[src/rtl/gvd_pkg.sv]
package gvd_pkg;
  localparam int ADDR_W = 6;
  localparam int DATA_W = 8;
  localparam int NUM_PLAYERS = 2;
  localparam int NUM_SEL = NUM_PLAYERS + 1;
  localparam int BALL_BIT = 1;
  localparam int SEL_BIT = 0;

  localparam logic [ADDR_W-1:0] A_PLAYER0 = 6'h1B;
  localparam logic [ADDR_W-1:0] A_PLAYER1 = 6'h1C;
  localparam logic [ADDR_W-1:0] A_BALL    = 6'h1F;
  localparam logic [ADDR_W-1:0] A_SEL0    = 6'h25;

  typedef struct packed {
    logic [NUM_PLAYERS-1:0] player;
    logic                   ball;
    logic [NUM_SEL-1:0]     sel;
  } gvd_hits_t;
endpackage

[src/rtl/gvd_decode.sv]
module gvd_decode
  import gvd_pkg::*;
#(
  parameter int AW = ADDR_W
) (
  input  logic          wr_en,
  input  logic [AW-1:0] wr_addr,
  output gvd_hits_t     hits
);
  always_comb begin
    hits = '0;
    if (wr_en) begin
      hits.player[0] = (wr_addr == A_PLAYER0);
      hits.player[1] = (wr_addr == A_PLAYER1);
      hits.ball      = (wr_addr == A_BALL);
      for (int k = 0; k < NUM_SEL; k++) begin
        hits.sel[k] = (wr_addr == AW'(int'(A_SEL0) + k));
      end
    end
  end
endmodule

[src/rtl/gvd_players.sv]
module gvd_players
  import gvd_pkg::*;
#(
  parameter int NP = NUM_PLAYERS,
  parameter int DW = DATA_W
) (
  input  logic                  clk,
  input  logic                  rst,
  input  logic [NP-1:0]         hit,
  input  logic [DW-1:0]         wr_data,
  input  logic [NP-1:0]         sel,
  output logic [NP-1:0][DW-1:0] main_q,
  output logic [NP-1:0][DW-1:0] shadow_q,
  output logic [NP-1:0][DW-1:0] pat
);
  for (genvar i = 0; i < NP; i++) begin : g_obj
    localparam int PARTNER = NP - 1 - i;

    always_ff @(posedge clk) begin
      if (rst) begin
        main_q[i]   <= '0;
        shadow_q[i] <= '0;
      end else begin
        if (hit[i]) main_q[i] <= wr_data;
        // partner write captures this object's pre-edge main value
        if (hit[PARTNER]) shadow_q[i] <= main_q[i];
      end
    end

    assign pat[i] = sel[i] ? shadow_q[i] : main_q[i];
  end
endmodule

[src/rtl/gvd_ball.sv]
module gvd_ball (
  input  logic clk,
  input  logic rst,
  input  logic hit_ball,
  input  logic hit_p1,
  input  logic data_bit,
  input  logic sel,
  output logic main_q,
  output logic shadow_q,
  output logic ball
);
  always_ff @(posedge clk) begin
    if (rst) begin
      main_q   <= 1'b0;
      shadow_q <= 1'b0;
    end else begin
      if (hit_ball) main_q <= data_bit;
      if (hit_p1) shadow_q <= main_q;
    end
  end

  assign ball = sel ? shadow_q : main_q;
endmodule

[src/rtl/gvd_select.sv]
module gvd_select #(
  parameter int N = 3
) (
  input  logic         clk,
  input  logic         rst,
  input  logic [N-1:0] hit,
  input  logic         data_bit,
  output logic [N-1:0] sel_q
);
  for (genvar k = 0; k < N; k++) begin : g_sel
    always_ff @(posedge clk) begin
      if (rst) sel_q[k] <= 1'b0;
      else if (hit[k]) sel_q[k] <= data_bit;
    end
  end
endmodule

[src/rtl/gfx_vdelay_bank.sv]
module gfx_vdelay_bank
  import gvd_pkg::*;
(
  input  logic              clk,
  input  logic              rst,
  input  logic              wr_en,
  input  logic [ADDR_W-1:0] wr_addr,
  input  logic [DATA_W-1:0] wr_data,
  output logic [DATA_W-1:0] pat0_out,
  output logic [DATA_W-1:0] pat1_out,
  output logic              ball_out
);
  gvd_hits_t hits;
  logic [NUM_SEL-1:0] sel_q;
  logic [NUM_PLAYERS-1:0][DATA_W-1:0] main_q, shadow_q, pat;
  logic ball_main_q, ball_shadow_q;

  gvd_decode #(.AW(ADDR_W)) u_dec (
    .wr_en(wr_en), .wr_addr(wr_addr), .hits(hits)
  );

  gvd_select #(.N(NUM_SEL)) u_sel (
    .clk(clk), .rst(rst), .hit(hits.sel),
    .data_bit(wr_data[SEL_BIT]), .sel_q(sel_q)
  );

  gvd_players #(.NP(NUM_PLAYERS), .DW(DATA_W)) u_players (
    .clk(clk), .rst(rst), .hit(hits.player), .wr_data(wr_data),
    .sel(sel_q[NUM_PLAYERS-1:0]), .main_q(main_q), .shadow_q(shadow_q),
    .pat(pat)
  );

  gvd_ball u_ball (
    .clk(clk), .rst(rst), .hit_ball(hits.ball), .hit_p1(hits.player[1]),
    .data_bit(wr_data[BALL_BIT]), .sel(sel_q[NUM_SEL-1]),
    .main_q(ball_main_q), .shadow_q(ball_shadow_q), .ball(ball_out)
  );

  assign pat0_out = pat[0];
  assign pat1_out = pat[1];
endmodule

[config.mk]
export PLATFORM = sky130hd
export DESIGN_NAME = gfx_vdelay_bank
export DESIGN_NICKNAME = d
export VERILOG_FILES = /design/src/rtl/gvd_pkg.sv /design/src/rtl/gvd_decode.sv /design/src/rtl/gvd_players.sv /design/src/rtl/gvd_ball.sv /design/src/rtl/gvd_select.sv /design/src/rtl/gfx_vdelay_bank.sv
export SDC_FILE = /design/constraint.sdc
export NUM_CORES = 1
export LEC_CHECK = 0
export ABC_AREA = 1
export BUFFER_PORTS_ARGS = -buffer_cell sky130_fd_sc_hd__buf_2
export CORE_ASPECT_RATIO = 1.1
export CORE_MARGIN = 5
export CORE_UTILIZATION = 45
export CTS_CLUSTER_SIZE = 28
export DETAILED_ROUTE_END_ITERATION = 12
export PLACE_DENSITY = 0.78
export SYNTH_ARGS = -nofsm -noshare
export SYNTH_HDL_FRONTEND = slang
export SYNTH_SLANG_ARGS = --single-unit
[constraint.sdc]
create_clock -name clk -period 2 [get_ports clk]
set_input_delay 0.2 -clock clk [delete_from_list [all_inputs] [get_ports clk]]
set_output_delay 0.2 -clock clk [all_outputs]
set_load 0.05 [all_outputs]
==> flow_metrics.py <==
metrics = {
    "outcome": {
        "outcome": "completed",
    },
    "sta": {
        "timing.fmax_mhz": 630,
        "clock_skew_ps": 0.950,
        "setup_viol": 0,
        "tns_ps": 0,
        "post-route-min-period_ps": 1590,
        "finalCritPeriodShare_pct": 79.3,
        "hold_viol_final": 0,
        "relSlewSlack_pct": 59.7,
        "worst_slew_pin_slew_ps": 603,
        "fin_ws_ps": 413,
        "grt_setup_unrepaired": "no",
        "slew_viol_final": 0,
    },
    "setup_path": {
        "critPathKind": "register to output pin",
        "r2r_cells": 2,
        "worstPathMaxFanout": 17,
        "r2r_slack_ps": 1120,
        "worstSetupStartpointType": "register",
        "reg2reg_to": "u_sel.sel_q[1]",
        "critPathCaptureType": "output pin",
        "required_ps": 1800,
        "r2r-start": "u_sel.sel_q[1]",
        "cp.arrival_ps": 1390,
    },
    "clock_network": {
        "htree_num_levels": 2,
        "post-cts-setup-buffers": 0,
        "ctsHoldBuffers": 0,
        "cts_buffer_depth": 2,
        "cts-root-buf": "clkbuf_8",
        "cts_inserted_buffers": 5,
        "worstSkewPairLatency_ps": 290,
        "cts_resized": 0,
        "clk_pin_slew_worst_paths_ps": 70,
        "cts_tree": "yes",
        "clock_sinks": 37,
    },
    "floorplan": {
        "start_util_pct": 46.2,
        "fp.dieW_um": 70.8,
        "boundaryPins": 34,
        "die_h_um": 76.9,
        "core_mm2": 0.00396,
        "placementRows": 24,
        "die_area_mm2": 0.00544,
    },
    "logic_synthesis": {
        "yosysWarnings": 0,
        "synth_top_family_by_area": "simple AND/OR/NAND/NOR gates",
        "synth.area.top_cells": "dfxtp_1, nand2_1, nor2_1",
        "avgSynthCellArea_um2": 6.38,
        "syn_nets": 304,
        "synthDistinctLibCells": 17,
        "synthAdderAreaFrac_pct": 0,
        "postSynthCellCount": 287,
        "synth_xor_area_share_pct": 0,
        "ys_seq_elements": 37,
        "yosys.area_share.simple_pct": 38.3,
        "synth_compound_area_share_pct": 10.1,
        "synth.area.mux_share_pct": 0,
        "synth_area_leader_cell": "dfxtp_1",
        "syn_area_mm2": 0.00183,
        "synth_top_cell_area_share_pct": 40.5,
        "ys_seq_area_share_pct": 40.5,
    },
    "global_routing": {
        "grt_pass1_wl_um": 6780,
        "grt_antenna_before_repair": 0,
        "grt_max_degree": 38,
        "grtUsageTotal_pct": 15.2,
        "grt_pass1_vias": 1562,
        "gr-total-overflow": 0,
    },
    "placed_design": {
        "place_area_mm2": 0.00200,
        "dp_slack_ps": 720,
        "place_inst": 361,
        "place.gp.congestion": 0.764,
        "portBuffers": 33,
        "dp_hpwl_um": 2730,
    },
    "cells_and_area": {
        "mostFrequentLayoutCells": "nand2_1, nor2_1, nand3_1",
        "drive_gt1_share_pct": 16.7,
        "fin_cells": 369,
        "nFillCells": 449,
        "register_area_um2": 741,
        "final_area_mm2": 0.00210,
        "multi_input_area_um2": 886,
        "n_antenna_cell": 0,
        "nets": 333,
        "syn2layout_area_growth_pct": 15.0,
    },
    "drt": {
        "ant_nets": 0,
        "drt_pre_antenna_iters": 4,
        "drt_iter0_drc": 132,
        "top_layer_used": "met4",
        "wl_per_cell_um": 10.8,
        "wl_met3_um": 295,
        "wl_met1_um": 1840,
        "dr_wl_met2_um": 1810,
        "drt-total-wl_um": 4000,
        "num_vias": 1779,
        "drc": 0,
        "post_drt_via_cell_ratio": 4.82,
    },
    "power_and_ir_drop": {
        "fin_total_pwr_mw": 1.44,
        "ir_worst_vdd_mv": 0.482,
        "cellPowerDensity_mw_per_mm2": 683,
        "leakagePower_nw": 0.922,
    },
    "flow_run": {
        "cap_viol_max_count": 0,
    },
    "min_path": {
        "min_path_type": "input port to register",
        "min_path_cells": 5,
        "min_to": "u_players.main_q[14]",
        "min_from": "wr_data[6]",
    },
}
-- critical path, cell delays in order (launching register included) --
cell and delay (ps):
dfxtp_1 630, nand2_1 90, o21ai_0 80, buf_2 290
-- cell families (layout without fill, tap and decap cells) --
family                 Yosys count  count (layout)
AOI/OAI and AO/OA               37              37
buffers and inverters           47              77
DFF                             37              37
and+or+nand+nor                166             166
-- per-layer routing --
layer | global-route usage [%] | vias up
li1 | - | 950
met1 | 18.3 | 766
met2 | 25.1 | 56
met3 | 4.84 | 7
met4 | 5.45 | 0
met5 | 0 | -
-- worst max-delay path by stage --
stage / start / endpoint / slack, ps / cells past startpoint
final: u_sel.sel_q[1] / pat1_out[7] / 410 / 3
after global routing: u_sel.sel_q[0] / pat0_out[1] / 210 / 3
after CTS: u_sel.sel_q[1] / pat1_out[6] / 400 / 3
after detailed placement: wr_addr[5] / u_players.shadow_q[6] / 720 / 8
after global placement: u_sel.sel_q[0] / pat0_out[5] / 730 / 3
after floorplan: u_sel.sel_q[0] / pat0_out[4] / 150 / 2
-- synthesized netlist by cell type (all sizes together) --
library cell	instances
nor2	65
nand2	63
nand3	38
dfxtp	37
inv	32
a21oi	20
o21ai	17
buf	12
clkbuf	2
clkinv	1
-- report_power, final --
part	switching (mW)	total (mW)	internal (mW)
combinational	0.0836	0.121	0.0377
clock	0.259	0.570	0.311
sequential	0.00362	0.745	0.742
total	0.346	1.44	1.09
-- area by class of cell --
| class | count | share of cell area (%) |
|---|---|---|
| multi-input cells | 203 | 42.1 |
| well taps | 52 | 3.09 |
| clock buffers | 7 | 4.58 |
| inverters | 33 | 5.89 |
| clock inverters | 1 | 0.238 |
| flip-flops and latches | 37 | 35.2 |
| repair buffers | 36 | 8.92 |
-- per-stage QoR --
| step | util, % | hold WS [ps] |
|---|---|---|
| after floorplan | - | 385 |
| after global placement | 50.5 | 460 |
| after detailed placement | 50.5 | 470 |
| after CTS | 53.1 | 251 |
| after global routing | 53.1 | 292 |
| final | 53.1 | 248 |
-- sequential cells by signal, indices dropped and copies added (netlist names) --
| name | flops |
|---|---|
| u_ball.main_q | 1 |
| u_ball.shadow_q | 1 |
| u_players.main_q | 16 |
| u_players.shadow_q | 16 |
| u_sel.sel_q | 3 |
No activity file was read; power rests on OpenSTA's default activity.
